==> src/rtl/ndc_pkg.sv <==
package ndc_pkg;

  typedef struct packed {
    logic       ld_rb;
    logic [1:0] rb_val;
    logic       ld_rx;
    logic       rx_val;
    logic       ld_tx;
    logic       tx_val;
    logic       do_id;
    logic       do_rst;
    logic       do_baud;
    logic       do_pwr;
    logic       ld_boot;
    logic       boot_val;
  } ctl_op_t;

  // Slot values that address this node: own slot or broadcast.
  function automatic logic slot_hits(input logic [7:0] slot,
                                     input logic [7:0] self_id,
                                     input logic [7:0] all_id);
    return (slot == self_id) || (slot == all_id);
  endfunction

  // Command nibble to operation.
  function automatic ctl_op_t map_cmd(input logic [3:0] code);
    ctl_op_t op;
    op = '0;
    case (code)
      4'h0, 4'h1, 4'h2, 4'h3: begin op.ld_rb = 1'b1; op.rb_val = code[1:0]; end
      4'h4, 4'h5: begin op.ld_rx = 1'b1; op.rx_val = ~code[0]; end
      4'h6, 4'h7: begin op.ld_tx = 1'b1; op.tx_val = ~code[0]; end
      4'hA: op.do_id   = 1'b1;
      4'hB: op.do_rst  = 1'b1;
      4'hC: op.do_baud = 1'b1;
      4'hD: op.do_pwr  = 1'b1;
      4'hE, 4'hF: begin op.ld_boot = 1'b1; op.boot_val = code[0]; end
      default: op = '0;
    endcase
    return op;
  endfunction

endpackage

==> src/rtl/ndc_hdr_track.sv <==
module ndc_hdr_track #(
  parameter int          BYTE_W     = 8,
  parameter logic [7:0]  START_BYTE = 8'hF0,
  parameter logic [7:0]  SLOT_SELF  = 8'h00,
  parameter logic [7:0]  SLOT_ALL   = 8'hFF,
  parameter logic [3:0]  CTL_SUBCH  = 4'hF
) (
  input  logic              clk,
  input  logic              rst,
  input  logic [BYTE_W-1:0] byte_in,
  input  logic              byte_vld,
  input  logic              pkt_sop,
  input  logic              pkt_eop,
  output logic              cmd_fire,
  output logic [3:0]        cmd_code
);
  import ndc_pkg::*;

  localparam int NIB_W   = BYTE_W / 2;
  localparam int HDR_LEN = 4;
  localparam int IDX_W   = $clog2(HDR_LEN + 1);
  localparam logic [IDX_W-1:0] IDX_SLOT = IDX_W'(1);
  localparam logic [IDX_W-1:0] IDX_CMD  = IDX_W'(2);
  localparam logic [IDX_W-1:0] IDX_END  = IDX_W'(HDR_LEN);

  logic              active;
  logic [IDX_W-1:0]  idx;
  logic [BYTE_W-1:0] slot_q;
  logic              body_byte;
  logic              at_cmd;
  logic              addressed;
  logic              subch_ok;

  assign body_byte = byte_vld && !pkt_sop && active;
  assign at_cmd    = body_byte && (idx == IDX_CMD);
  assign addressed = slot_hits(slot_q, SLOT_SELF, SLOT_ALL);
  assign subch_ok  = byte_in[BYTE_W-1 -: NIB_W] == CTL_SUBCH;
  assign cmd_fire  = at_cmd && addressed && subch_ok;
  assign cmd_code  = byte_in[NIB_W-1:0];

  always_ff @(posedge clk) begin
    if (rst) begin
      active <= 1'b0;
      idx    <= '0;
      slot_q <= '0;
    end else begin
      if (byte_vld && pkt_sop) begin
        active <= (byte_in == START_BYTE);
        idx    <= IDX_SLOT;
      end else if (body_byte) begin
        if (idx == IDX_SLOT) slot_q <= byte_in;
        if (idx != IDX_END)  idx    <= idx + 1'b1;
      end
      if (pkt_eop) active <= 1'b0;
    end
  end

  a_r12_single_cmd: assert property (@(posedge clk) disable iff (rst)
    cmd_fire |=> !cmd_fire);

  a_r11_closed_after_eop: assert property (@(posedge clk) disable iff (rst)
    pkt_eop |=> !cmd_fire);

endmodule

==> src/rtl/ndc_ctl_regs.sv <==
module ndc_ctl_regs (
  input  logic             clk,
  input  logic             rst,
  input  logic             fire,
  input  ndc_pkg::ctl_op_t op,
  output logic [1:0]       rb_sel,
  output logic             rx_pin_en,
  output logic             tx_pin_en,
  output logic             core_rst,
  output logic             baud_clr,
  output logic             id_report,
  output logic             pwr_off_req,
  output logic             boot_user
);

  always_ff @(posedge clk) begin
    if (rst) begin
      rb_sel      <= 2'd0;
      rx_pin_en   <= 1'b1;
      tx_pin_en   <= 1'b1;
      core_rst    <= 1'b0;
      baud_clr    <= 1'b0;
      id_report   <= 1'b0;
      pwr_off_req <= 1'b0;
      boot_user   <= 1'b0;
    end else begin
      core_rst  <= fire && op.do_rst;
      baud_clr  <= fire && op.do_baud;
      id_report <= fire && op.do_id;
      if (fire) begin
        if (op.ld_rb)   rb_sel      <= op.rb_val;
        if (op.ld_rx)   rx_pin_en   <= op.rx_val;
        if (op.ld_tx)   tx_pin_en   <= op.tx_val;
        if (op.do_pwr)  pwr_off_req <= 1'b1;
        if (op.ld_boot) boot_user   <= op.boot_val;
      end
    end
  end

  a_r8_strobe_one_cycle: assert property (@(posedge clk) disable iff (rst)
    (core_rst || baud_clr || id_report) |=> !(core_rst || baud_clr || id_report));

  a_r8_strobes_exclusive: assert property (@(posedge clk) disable iff (rst)
    $onehot0({core_rst, baud_clr, id_report}));

  a_r9_pwr_sticky: assert property (@(posedge clk) disable iff (rst)
    pwr_off_req |=> pwr_off_req);

  a_r5_sel_holds: assert property (@(posedge clk) disable iff (rst)
    !fire |=> $stable(rb_sel));

endmodule

==> src/rtl/node_ctl_decoder.sv <==
module node_ctl_decoder #(
  parameter int         BYTE_W     = 8,
  parameter logic [7:0] START_BYTE = 8'hF0,
  parameter logic [7:0] SLOT_SELF  = 8'h00,
  parameter logic [7:0] SLOT_ALL   = 8'hFF,
  parameter logic [3:0] CTL_SUBCH  = 4'hF
) (
  input  logic              clk,
  input  logic              rst,
  input  logic [BYTE_W-1:0] byte_in,
  input  logic              byte_vld,
  input  logic              pkt_sop,
  input  logic              pkt_eop,
  output logic [1:0]        rb_sel,
  output logic              rx_pin_en,
  output logic              tx_pin_en,
  output logic              core_rst,
  output logic              baud_clr,
  output logic              id_report,
  output logic              pwr_off_req,
  output logic              boot_user
);
  import ndc_pkg::*;

  logic       cmd_fire;
  logic [3:0] cmd_code;
  ctl_op_t    cmd_op;

  ndc_hdr_track #(
    .BYTE_W(BYTE_W), .START_BYTE(START_BYTE), .SLOT_SELF(SLOT_SELF),
    .SLOT_ALL(SLOT_ALL), .CTL_SUBCH(CTL_SUBCH)
  ) u_track (
    .clk(clk), .rst(rst), .byte_in(byte_in), .byte_vld(byte_vld),
    .pkt_sop(pkt_sop), .pkt_eop(pkt_eop),
    .cmd_fire(cmd_fire), .cmd_code(cmd_code)
  );

  assign cmd_op = map_cmd(cmd_code);

  ndc_ctl_regs u_regs (
    .clk(clk), .rst(rst), .fire(cmd_fire), .op(cmd_op),
    .rb_sel(rb_sel), .rx_pin_en(rx_pin_en), .tx_pin_en(tx_pin_en),
    .core_rst(core_rst), .baud_clr(baud_clr), .id_report(id_report),
    .pwr_off_req(pwr_off_req), .boot_user(boot_user)
  );

  a_r11_fire_needs_byte: assert property (@(posedge clk) disable iff (rst)
    cmd_fire |-> (byte_vld && !pkt_sop));

endmodule

==> config.mk <==
export PLATFORM = sky130hd
export DESIGN_NAME = node_ctl_decoder
export DESIGN_NICKNAME = d
export VERILOG_FILES = /design/src/rtl/ndc_pkg.sv /design/src/rtl/ndc_hdr_track.sv /design/src/rtl/ndc_ctl_regs.sv /design/src/rtl/node_ctl_decoder.sv
export SDC_FILE = /design/constraint.sdc
export NUM_CORES = 1
export LEC_CHECK = 0
export ABC_AREA = 1
export ABC_CLOCK_PERIOD_IN_PS = 1720
export BUFFER_PORTS_ARGS = -buffer_cell sky130_fd_sc_hd__buf_2
export CAP_MARGIN = 10
export CORE_MARGIN = 1
export CORE_UTILIZATION = 29
export DETAILED_ROUTE_END_ITERATION = 10
export PLACE_DENSITY = 0.46
export SYNTH_ARGS = -nofsm -noshare
export SYNTH_HDL_FRONTEND = slang
export SYNTH_HIERARCHICAL = 1
export SYNTH_SLANG_ARGS = --single-unit
==> constraint.sdc <==
create_clock -name clk -period 1.72 [get_ports clk]
set_input_delay 0.086 -clock clk [delete_from_list [all_inputs] [get_ports clk]]
set_output_delay 0.086 -clock clk [all_outputs]
set_load 0.005 [all_outputs]
; Word-level counts from Yosys, hierarchy flattened
; Cells that the tools add are included.
[totals]
ff_bits = 21
input_bits = 13
[classes]
n_addsub = 1
n_eq_ne = 19
muxes = 11
bitwise_logic = 2
n_reduce_logical = 29
[ops]
columns = operator, count
row1 = 4-bit equality test (second input constant), 7
row2 = 4-bit by 3-bit equality test with 1-bit output (second input constant), 4
row3 = 8-bit equality test (second input constant), 2
row4 = 2-bit AND reduction, 7
row5 = 2-bit OR reduction, 5
row6 = 1-bit logical AND, 9
row7 = 4-bit by 2-bit equality test with 1-bit output (second input constant), 2
row8 = 8-bit logical NOT, 1
row9 = 1-bit two-way mux, 7
row10 = 2-bit two-way mux, 3
row11 = 4-bit by 1-bit equality test with 1-bit output (second input constant), 1
row12 = 4-bit logical NOT, 1
row13 = 2-bit nonzero test, 2
row14 = 4-bit OR reduction, 1
row15 = 3-bit by 1-bit adder with 3-bit output (second input constant), 1
row16 = 3-bit by 1-bit equality test with 1-bit output (second input constant), 1
row17 = 3-bit by 2-bit equality test with 1-bit output (second input constant), 1
row18 = 3-bit two-way mux, 1
row19 = 3-bit != test (second input constant), 1
row20 = 3-bit AND reduction, 1
row21 = 1-bit NOT, 2
row22 = 1-bit logical NOT, 1
row23 = 1-bit logical OR, 1

; Logic depth before layout (Yosys ltp)
[logic_depth]
ltp_word = 7
depth_mapped = 11
ltp_nobuf = 10

; Cells and area by module
; The synthesis kept the hierarchy.
[modules_own_cells]
columns = mod, instances, cells_each, area_each_um2, seq_area_each_um2
row1 = ndc_hdr_track, 1, 103, 728.2, 240.2
row2 = ndc_ctl_regs, 1, 44, 335.3, 180.2
row3 = node_ctl_decoder, 1, 25, 98.8, 0.0

; Least setup slack after synthesis
; OpenSTA, ideal clock, no wires.
[synth_timing]
path_type = flip-flop to flip-flop
start = register u_track.active
end = register u_regs.rb_sel[0]
setup_time_ps = 113
arrival_time_ps = 1142
required_ps = 1607
slack_ps = 466
path_stages_with_launch = 11
n_path_buf = 1
path_cell_list = dfxtp_1 nand2_1 nor2_4 nand2_1 nor2_1 nand2_1 nor2_1 buf_6 nand2_4 nor2_1 nor2_1
[synth_via]
elab_chain_cells = 5
[synth_lines]
columns = element, line_no
row1 = from (decl), ndc_hdr_track.sv:26  ; logic active;
row2 = from (signal assigned), ndc_hdr_track.sv:48  ; active <= (byte_in == START_BYTE);
row3 = 1-bit logical AND, ndc_hdr_track.sv:34  ; assign body_byte = byte_vld && !pkt_sop && active;
row4 = 1-bit logical AND, ndc_hdr_track.sv:35  ; assign at_cmd = body_byte && (idx == IDX_CMD);
row5 = 1-bit logical AND (2 in series), ndc_hdr_track.sv:38  ; assign cmd_fire = at_cmd && addressed && subch_ok;
row6 = net cmd_fire, node_ctl_decoder.sv:25  ; logic cmd_fire;
row7 = 2-bit AND reduction (no source line), -
row8 = to (signal assigned), ndc_ctl_regs.sv:31  ; if (op.ld_rb) rb_sel <= op.rb_val;
row9 = to (decl), ndc_ctl_regs.sv:6  ; output logic [1:0] rb_sel,
; The timed path passes the listed nets, and every way through them passes these cells.
; A chain may end at the register's enable or synchronous reset.

; Final worst setup path
[layout_timing]
start = register u_track.idx[0]
end = register u_regs.rb_sel[1]
[layout_via]
elab_chain_cells = 5
[layout_lines]
columns = element, line_no
row1 = from (decl), ndc_hdr_track.sv:27  ; logic [IDX_W-1:0] idx;
row2 = from (signal assigned), ndc_hdr_track.sv:52  ; if (idx != IDX_END) idx <= idx + 1'b1;
row3 = 3-bit by 2-bit equality test with 1-bit output, ndc_hdr_track.sv:35
row4 = 1-bit logical AND, ndc_hdr_track.sv:35
row5 = 1-bit logical AND (2 in series), ndc_hdr_track.sv:38
row6 = net cmd_fire, node_ctl_decoder.sv:25
row7 = 2-bit AND reduction (no source line), -
; The timed path passes the listed nets, and every way through them passes these cells.

==> flow_metrics.py <==
metrics = {
    "status": {
        "status": "complete, no violations",
    },
    "timing": {
        "finClkSkew_ns": 0.00490,
        "drv_slew": 0,
        "setup_tns_ns": 0,
        "period_minus_slack_ns": 1.37,
        "setup_slack_ns": 0.346,
        "finalHoldViolCount": 0,
        "relSlewSlack_pct": 74.5,
        "rsz0062_at_grt": "false",
        "fmax_mhz": 728,
        "finalCritPeriodShare_pct": 79.9,
        "worst_pin_slew_ns": 0.383,
        "setup-violations-final": 0,
    },
    "clock_tree": {
        "cts_sinks": 21,
        "postCtsHoldBufs": 0,
        "clk_latency_ns": 0.27,
        "h-tree-depth": 1,
        "cts_tree": "done",
        "cts_resized": 0,
        "cts_root_buf": "clkbuf_8",
        "post_cts_buffers": 0,
        "clkSlewWorstSetupHoldPaths_ns": 0.08,
        "clockBufferDepth": 2,
        "cts_buffers": 3,
    },
    "setup_path": {
        "cp.arrival_ns": 1.54,
        "rr_startpoint": "u_track/idx[0]$_SDFFE_PP0P_",
        "max_stage_delay_ns": 0.35,
        "critPathKind": "reg -> reg",
        "path_cells": "inv_1 -> ha_1 -> nand2_1 -> nor2_1 -> nand2_1 -> nor2_1 -> buf_4 -> nand2_4 -> nor2_1 -> nor2_1",
        "end_kind": "flip-flop",
        "critPathLaunch": "u_track/idx[0]$_SDFFE_PP0P_",
        "worstSetupEndpoint": "u_regs/rb_sel[1]$_SDFFE_PP0P_",
        "cp.required_ns": 1.89,
        "critPathLaunchType": "flip-flop",
        "rr_worst_depth": 10,
        "r2r_end": "u_regs/rb_sel[1]$_SDFFE_PP0P_",
        "regToRegSetupSlack_ns": 0.35,
        "cpMaxStageDelayCell": "dfxtp_1",
        "timing.critical_path.mode_cell": "nor2_1",
        "path_max_fanout": 10,
    },
    "routing": {
        "wl_um": 2400,
        "vias": 1060,
        "drt-initial-drc-count": 20,
        "vias_per_cell": 4.42,
        "drt_drc_violations_left": 0,
        "antenna_left": 0,
        "wl_per_cell_um": 9.99,
        "dr.pass1.iters": 4,
    },
    "power_and_ir_drop": {
        "power_frac_clock_pct": 36.5,
        "cellLeakagePower_nw": 0.588,
        "pwr-share-seq_pct": 54.5,
        "power_density_nw_per_um2": 678,
        "combPwrFrac_pct": 8.9,
        "vdd_ir_drop_max_v": 0.000512,
        "p_sw_share_pct": 24.6,
        "p_sw_mw": 0.222,
        "power.internal_mw": 0.680,
    },
    "synth": {
        "netlist-cell-type-count": 19,
        "ys_seq_area_share_pct": 36.2,
        "postSynthAreaPerCell_sq_um": 6.76,
        "ys_ff_latch": 21,
        "synth_warnings": 6,
        "synth.net_count": 189,
        "synthCells": 172,
        "netlist_area_sq_um": 1160,
    },
    "finish": {
        "num_antenna_cells": 0,
        "finalInstanceArea_sq_um": 1330,
        "drive_above_1_share_pct": 22.9,
        "largest-register": "u_track/slot_q",
        "fin_util_pct": 35.5,
        "nets": 210,
        "largest_reg_flops": 8,
        "reg_top3": "u_track/slot_q: 8 flops, u_track/idx: 3 flops, u_regs/rb_sel: 2 flops",
        "area.growth.synth_to_final_pct": 14.4,
    },
    "placement": {
        "dp_hpwl_um": 1830,
        "routabilityCongestion": 0.812,
        "placed_area_sq_um": 1280,
        "port_buffers": 21,
        "pre_cts_slack_ns": 0.355,
    },
    "global_routing": {
        "first_global_vias": 994,
        "grtUsageTotal_pct": 12.9,
        "antenna_found_initial": 0,
        "grt-ovfl-total": 0,
        "grt_pass1_wl_um": 4160,
        "grt_max_degree": 17,
    },
    "floorplanning": {
        "die_h_um": 65.3,
        "io_pins": 22,
        "rows": 22,
        "start_util_pct": 31.0,
        "core_sq_um": 3740,
        "fp.dieW_um": 65.3,
        "die_area_sq_um": 4270,
    },
    "hold_path": {
        "hp-class": "in -> reg",
    },
    "flow_run": {
        "maxCapViolCount": 0,
    },
}
## logic make-up after synthesis
group           count (synthesis)  synth area share [%]
compound gates                 17                  9.79
simple gates                  106                  39.3
fa+ha+maj                       4                  4.31
buf+inv                        24                  10.4
flops                          21                  36.2
## how the worst min path moves through the flow
stage	from	endpoint	slack, ns	cells after the start
final	pkt_eop	u_track/active$_SDFFE_PP0P_	0.09	4
after global routing	pkt_eop	u_track/active$_SDFFE_PP0P_	0.09	4
after CTS	pkt_eop	u_track/active$_SDFFE_PP0P_	0.08	4
after detailed placement	pkt_eop	u_track/active$_SDFFE_PP0P_	0.37	4
after global placement	pkt_eop	u_track/active$_SDFFE_PP0P_	0.35	4
after floorplan	rst	u_regs/core_rst$_SDFF_PP0_	0.16	1
## layout make-up
type / instances / area [sq um]
Multi-Input combinational cell: 127 / 621
Sequential cell: 21 / 420
Tap cell: 48 / 60.1
Inverter: 17 / 63.8
Fill cell: 437 / 2410
Timing Repair Buffer: 23 / 120
Clock buffer: 4 / 45.0
## synth_stat cells
master / number / area, sq um
dfxtp_1: 21 / 420
a21oi_2: 7 / 61.3
nor2_1: 33 / 124
o21ai_1: 1 / 5.00
nand2_4: 1 / 11.3
buf_4: 4 / 30.0
or2_1: 1 / 6.26
nand2_2: 5 / 31.3
buf_6: 2 / 22.5
buf_2: 1 / 5.00
a21oi_1: 7 / 35.0
o21a_1: 1 / 7.51
inv_1: 14 / 52.6
nand2_1: 47 / 176
o21ai_0: 1 / 5.00
nor2_4: 2 / 22.5
nand3_1: 17 / 85.1
inv_2: 3 / 11.3
ha_1: 4 / 50.1
## routing by layer
| metal | track usage (%) | vias to the layer above | part of all wire, % |
|---|---|---|---|
| met5 | 0 | - | 0 |
| met2 | 20.4 | 12 | 45 |
| met4 | 8.15 | 0 | 2.4 |
| met3 | 3.65 | 5 | 4.1 |
| met1 | 15.3 | 469 | 49 |
| li1 | - | 574 | - |
## power groups by stage
stage / sequential [mW] / clock [mW] / combinational, mW
floorplan: 0.503 / 0 / 0.0565
global placement: 0.503 / 0 / 0.0816
detailed placement: 0.503 / 0 / 0.0810
CTS: 0.492 / 0.342 / 0.0817
global route: 0.492 / 0.363 / 0.0904
finish: 0.492 / 0.329 / 0.0804
## critical path, delay by kind of cell (launching register included)
kind                       cells  cell delay [ns]
adders and majority gates      1             0.15
buffers and inverters          2             0.28
DFF                            1             0.35
and+or+nand+nor                7             0.49
## metrics by stage
| stage | total power [mW] | hold slack, ns | instances |
|---|---|---|---|
| floorplan | 0.559 | 0.158 | 172 |
| global placement | 0.584 | 0.350 | 236 |
| detailed placement | 0.584 | 0.372 | 236 |
| CTS | 0.916 | 0.0830 | 240 |
| global route | 0.945 | 0.0863 | 240 |
| finish | 0.902 | 0.0880 | 240 |
## placed cells by master, fill, tap and decap left out
master,synthesis,routed
nor2_4,2,2
clkbuf_8,0,3
dfxtp_1,21,21
o21ai_1,1,1
nand2_1,47,47
nand2_4,1,1
or2_1,1,1
o21a_1,1,1
nand3_1,17,17
a21oi_2,7,7
ha_1,4,4
buf_2,1,21
clkbuf_1,0,1
nand2_2,5,5
o21ai_0,1,1
a21oi_1,7,7
inv_1,14,14
buf_4,4,2
inv_2,3,3
nor2_1,33,33
No activity file was read; power rests on OpenSTA's default activity.
